### src/rtl/pksimd_pkg.sv
package pksimd_pkg;
  // opcode field order is part of the interface: {sel, half, sgn, sub}
  typedef struct packed {
    logic sel;
    logic half;
    logic sgn;
    logic sub;
  } op_t;
endpackage

### src/rtl/pksimd_rst_sync.sv
module pksimd_rst_sync #(
  parameter int STAGES = 2
) (
  input  logic clk,
  input  logic rst_n,
  output logic rst_sync_n
);
  logic [STAGES-1:0] chain_q;
  logic [STAGES-1:0] chain_d;

  always_comb chain_d = {chain_q[STAGES-2:0], 1'b1};

  always_ff @(posedge clk or negedge rst_n) begin
    if (!rst_n) chain_q <= '0;
    else        chain_q <= chain_d;
  end

  assign rst_sync_n = chain_q[STAGES-1];
endmodule

### src/rtl/pksimd_lane.sv
module pksimd_lane #(
  parameter int W = 8
) (
  input  logic [W-1:0] a,
  input  logic [W-1:0] b,
  input  logic         is_sub,
  input  logic         is_sgn,
  output logic [W-1:0] sum,
  output logic         ge
);
  logic [W:0] ea, eb, ext;

  always_comb begin
    ea  = {is_sgn & a[W-1], a};
    eb  = {is_sgn & b[W-1], b};
    ext = is_sub ? (ea - eb) : (ea + eb);
    sum = ext[W-1:0];
    // unsigned add: carry out; otherwise a clear top bit means non-negative
    ge  = (is_sgn | is_sub) ? ~ext[W] : ext[W];
  end
endmodule

### src/rtl/pksimd_flags.sv
module pksimd_flags #(
  parameter int N = 4
) (
  input  logic         clk,
  input  logic         rst_n,
  input  logic         we,
  input  logic [N-1:0] d,
  output logic [N-1:0] q
);
  logic [N-1:0] flag_q, flag_d;

  always_comb flag_d = we ? d : flag_q;

  always_ff @(posedge clk or negedge rst_n) begin
    if (!rst_n) flag_q <= '0;
    else        flag_q <= flag_d;
  end

  assign q = flag_q;
endmodule

### src/rtl/packed_lane_alu.sv
module packed_lane_alu #(
  parameter int DATA_W = 32,
  parameter int BYTE_W = 8
) (
  input  logic                      clk,
  input  logic                      rst_n,
  input  logic [DATA_W-1:0]         op_a,
  input  logic [DATA_W-1:0]         op_b,
  input  logic [3:0]                opcode,
  input  logic                      flag_we,
  output logic [DATA_W-1:0]         result,
  output logic [DATA_W/BYTE_W-1:0]  ge_flags
);
  import pksimd_pkg::*;

  localparam int NB     = DATA_W / BYTE_W;
  localparam int HALF_W = 2 * BYTE_W;
  localparam int NH     = NB / 2;

  op_t op;
  assign op = op_t'(opcode);

  logic rst_sync_n;
  pksimd_rst_sync #(.STAGES(2)) u_rst (
    .clk(clk), .rst_n(rst_n), .rst_sync_n(rst_sync_n)
  );

  logic [BYTE_W-1:0] byte_sum [NB];
  logic [NB-1:0]     byte_ge;
  logic [HALF_W-1:0] half_sum [NH];
  logic [NH-1:0]     half_ge;

  for (genvar i = 0; i < NB; i++) begin : g_byte
    pksimd_lane #(.W(BYTE_W)) u_lane (
      .a(op_a[i*BYTE_W +: BYTE_W]), .b(op_b[i*BYTE_W +: BYTE_W]),
      .is_sub(op.sub), .is_sgn(op.sgn),
      .sum(byte_sum[i]), .ge(byte_ge[i])
    );
  end

  for (genvar h = 0; h < NH; h++) begin : g_half
    pksimd_lane #(.W(HALF_W)) u_lane (
      .a(op_a[h*HALF_W +: HALF_W]), .b(op_b[h*HALF_W +: HALF_W]),
      .is_sub(op.sub), .is_sgn(op.sgn),
      .sum(half_sum[h]), .ge(half_ge[h])
    );
  end

  logic [NB-1:0] ge_new;
  logic          flag_load;

  always_comb begin
    for (int i = 0; i < NB; i++) begin
      ge_new[i] = op.half ? half_ge[i/2] : byte_ge[i];
    end
    flag_load = flag_we & ~op.sel;
  end

  pksimd_flags #(.N(NB)) u_flags (
    .clk(clk), .rst_n(rst_sync_n), .we(flag_load), .d(ge_new), .q(ge_flags)
  );

  always_comb begin
    for (int i = 0; i < NB; i++) begin
      if (op.sel)
        result[i*BYTE_W +: BYTE_W] = ge_flags[i] ? op_a[i*BYTE_W +: BYTE_W]
                                                 : op_b[i*BYTE_W +: BYTE_W];
      else if (op.half)
        result[i*BYTE_W +: BYTE_W] = half_sum[i/2][(i%2)*BYTE_W +: BYTE_W];
      else
        result[i*BYTE_W +: BYTE_W] = byte_sum[i];
    end
  end

  // ---------------- assertions ----------------
  assert_flag_hold_R9: assert property (@(posedge clk) disable iff (!rst_sync_n)
    !(flag_we && !op.sel) |=> $stable(ge_flags));

  assert_half_pairs_R7: assert property (@(posedge clk) disable iff (!rst_sync_n)
    (flag_we && !op.sel && op.half) |=>
      (ge_flags[3] == ge_flags[2] && ge_flags[1] == ge_flags[0]));

  assert_sel_all_a_R8: assert property (@(posedge clk) disable iff (!rst_sync_n)
    (op.sel && ge_flags == '1) |-> (result == op_a));

  assert_sel_all_b_R8: assert property (@(posedge clk) disable iff (!rst_sync_n)
    (op.sel && ge_flags == '0) |-> (result == op_b));

  for (genvar i = 0; i < NB; i++) begin : g_lane_chk
    assert_uadd_carry_R3: assert property (@(posedge clk) disable iff (!rst_sync_n)
      (!op.sgn && !op.sub) |->
        (byte_ge[i] == (byte_sum[i] < op_a[i*BYTE_W +: BYTE_W])));
    assert_usub_noborrow_R4: assert property (@(posedge clk) disable iff (!rst_sync_n)
      (!op.sgn && op.sub) |->
        (byte_ge[i] == (op_a[i*BYTE_W +: BYTE_W] >= op_b[i*BYTE_W +: BYTE_W])));
  end

  for (genvar h = 0; h < NH; h++) begin : g_half_chk
    assert_ssub_sign_R5: assert property (@(posedge clk) disable iff (!rst_sync_n)
      (op.sgn && op.sub) |->
        (half_ge[h] == ($signed(op_a[h*HALF_W +: HALF_W]) >=
                        $signed(op_b[h*HALF_W +: HALF_W]))));
  end
endmodule

### config.mk
export PLATFORM = sky130hd
export DESIGN_NAME = packed_lane_alu
export DESIGN_NICKNAME = d
export VERILOG_FILES = /design/src/rtl/pksimd_pkg.sv /design/src/rtl/pksimd_rst_sync.sv /design/src/rtl/pksimd_lane.sv /design/src/rtl/pksimd_flags.sv /design/src/rtl/packed_lane_alu.sv
export SDC_FILE = /design/constraint.sdc
export NUM_CORES = 1
export LEC_CHECK = 0
export BUFFER_PORTS_ARGS = -buffer_cell sky130_fd_sc_hd__buf_2
export CORE_MARGIN = 2
export CORE_UTILIZATION = 61
export CTS_CLUSTER_SIZE = 8
export DETAILED_ROUTE_END_ITERATION = 6
export HOLD_SLACK_MARGIN = 0.02
export PLACE_DENSITY = 0.9
export SLEW_MARGIN = 20
export SYNTH_ARGS = -nofsm -noshare
export SYNTH_HDL_FRONTEND = slang
export SYNTH_SLANG_ARGS = --single-unit
### constraint.sdc
create_clock -name clk -period 7.86 [get_ports clk]
set_input_delay 1.179 -clock clk [delete_from_list [all_inputs] [get_ports clk]]
set_output_delay 1.179 -clock clk [all_outputs]
set_load 0.01 [all_outputs]
==> run_results.csv <==
group,metric,value,unit
status,outcome,"finished, final reports clean",
cts,post_cts_resized,0,
global_routing,antenna_found_initial,0,
drt,drc,0,
logic_synthesis,synth_top_area_frac,0.1503,
die,core,6832,um2
die,rows,30,
final_layout,fin_util,0.7163,
drt,drtAntennaViolNets,0,
final_layout,num-nets-final,807,
timing,skew,2.384,ps
logic_synthesis,synth-async-reset-ratio,1.000,
logic_synthesis,yosysSeqAreaShare,0.03469,
placed_design,dpl.hpwl,9900,um
final_layout,syn_to_final_growth,13.07,%
final_layout,antennaDiodeCount,0,
global_routing,track_usage,0.3125,
cts,path_clk_slew,40,ps
final_layout,fillers,568,
cts,cts_tree,"built",
die,die_area,7785,um2
timing,fin_crit,5964,ps
pwr,peakVddDrop,0.09151,mV
worst_setup_path,cp-start-kind,"primary input",
logic_synthesis,ys_ff_latch,6,
die,ioPinCount,107,
placed_design,port_buffers,106,
worst_setup_path,r2r_cells,2,
pwr,p_leak,2.177,nW
global_routing,grt_first_pass_wirelength,20130,um
logic_synthesis,synth_area,4328,um2
cts,cts_sinks,6,
worst_setup_path,crit_arrival,4780,ps
cts,post_cts_buffers,0,
worst_setup_path,cp-end-kind,"primary output",
final_layout,multi_input_area,3946,um2
drt,detail_route.first_pass.iterations,5,
worst_setup_path,cpMaxStageDelayCell,"or3b_2",
logic_synthesis,synthTopCellsByArea,"ha_1 15%, xnor2_1 11%, mux2i_1 6.9%",
timing,grt_setup_unrepaired,"no",
pwr,total_power,621.9,uW
logic_synthesis,syn_inst,601,
logic_synthesis,synth_top_cell_by_area,"ha_1",
min_path,holdCritPathClass,"reg -> async",
logic_synthesis,synth_most_common_cell,"nor2_1",
cts,cts_htree_levels,1,
logic_synthesis,avgSynthCellArea,7.201,um2
die,die_w,88.23,um
logic_synthesis,yosysWarnings,0,
logic_synthesis,synth-edff-count,0,
drt,routed_via_density,6.353,
timing,slew_violations,0,
cts,numCtsBuffers,3,
die,die_h,88.23,um
cts,cts_hold_buffers,0,
final_layout,seqCellArea,150.1,um2
logic_synthesis,synth-main-ff-cell,"dfrtp_1",
cts,cts_buffer_depth,2,
drt,drtIter0Drc,266,
timing,setup-violations-final,0,
drt,vias,4917,
timing,holdWs,59.94,ps
cts,cts-root-buf,"clkbuf_8",
die,start_util,0.6335,
timing,fin_ws,1896,ps
timing,fmax,0.1677,GHz
global_routing,grt_max_degree,56,
global_routing,first_global_vias,4698,
timing,hold_viol,0,
worst_setup_path,regToRegSetupSlack,6740,ps
placed_design,gp_congestion,0.9681,
logic_synthesis,synth_cell_type_count,68,
drt,finalWirelength,12420,um
drt,wl_per_cell,16.04,um
logic_synthesis,ys_top_cells_by_count,"58 x nor2_1, 55 x xnor2_1, 52 x a21oi_1, 52 x ha_1, 35 x o21ai_0",
placed_design,dp_slack,1968,ps
final_layout,drive_gt1_frac,0.1932,
timing,slew_headroom,0.3029,
logic_synthesis,syn_nets,728,
timing,setup-tns-final,0,ps
global_routing,overflow,0,
worst_setup_path,crit_type,"in -> out",
timing,fin_crit_sh,0.7587,
worst_setup_path,path_cells,"buf_2 -> inv_1 -> ha_1 -> or3b_2 -> nor3_4 -> nor2_1 -> xnor2_1 -> ha_1 -> a21oi_2 -> o211ai_1 -> a311o_1 -> a21oi_1 -> o21bai_1 -> xnor2_1 -> a222oi_1 -> buf_2",
pwr,power.density,127.1,nW/um2
job,drv_cap,0,
worst_setup_path,slowest_delay,500,ps
cts,insertion_delay,220,ps
timing,worst_pin_slew,1046,ps
worst_setup_path,cp.required,6680,ps
worst_setup_path,crit_fanout,8,
## final timing paths
path / from / endpoint
max: op_b[16] / result[30]
min: u_rst.chain_q[1] / u_flags.q[3]
max reg2reg: u_flags.q[1] / u_flags.q[1]
min reg2reg: u_rst.chain_q[1] / u_flags.q[3]
max in group asynchronous: rst_n / u_rst.chain_q[0]
min in group clk: u_rst.chain_q[0] / u_rst.chain_q[1]
## per-stage QoR
step	cell area [um2]	std cells
5_1_grt	4893	774
4_1_cts	4893	774
2_1_floorplan	4328	601
3_5_place_dp	4852	771
3_3_place_gp	4852	771
6_report	4893	774
## critical path, delay by kind of cell
kind,cells,cell delay [ps]
compound gates,6,1440
simple gates,3,930
fa+ha+maj,2,550
buf+inv,3,380
xor+xnor,2,310
## sequential cells by signal, summed over array words and instances (netlist names)
signal / cells
u_flags.q: 4
u_rst.chain_q: 2
## report_power, final
group          leakage [nW]  internal, mW  switching, mW
logic                  2.08         0.234          0.277
registers            0.0738        0.0366         0.0280
clock network        0.0216        0.0329         0.0133
total                  2.18         0.303          0.319
## area by class of cell
cell class	instances	share of cell area
flip-flops and latches	6	0.03068
multi-input cells	535	0.8064
well taps	96	0.02455
repair buffers	106	0.1084
clock buffers	3	0.008438
inverters	28	0.02148
## layer usage
metal	global-route usage	vias to the layer above	wire length, um
li1	-	2349	-
met1	0.3505	2291	4943
met2	0.5871	226	6245
met3	0.03918	51	808
met4	0.1364	0	421
met5	0	-	0
## kinds of logic (layout without fill, tap and decap cells)
kind of cell               count (synthesis)  in the layout  share of synthesized area
and+or+nand+nor                          186            186                     0.2287
AOI/OAI and AO/OA                        178            178                     0.2689
xor gates and xnor gates                  75             75                     0.1518
other                                      1              1                  0.0008665
DFF                                        6              6                    0.03469
adders and majority gates                 56             56                     0.1688
buffers and inverters                     60            137                    0.05348
muxes                                     39             39                    0.09280
## placed cells by master, fill, tap and decap left out, types with 20 or more instances in the layout
| cell type | Yosys | final |
|---|---|---|
| ha_1 | 52 | 52 |
| nand2_1 | 29 | 29 |
| nor2_1 | 58 | 58 |
| nor3_1 | 20 | 20 |
| xnor2_1 | 55 | 55 |
| buf_2 | 4 | 106 |
| nand2b_1 | 23 | 23 |
| xor2_1 | 20 | 20 |
| mux2i_1 | 30 | 30 |
| inv_1 | 28 | 28 |
| a21oi_1 | 52 | 52 |
| o21ai_0 | 35 | 35 |
Note: power is estimated with default switching activity, not from simulation.
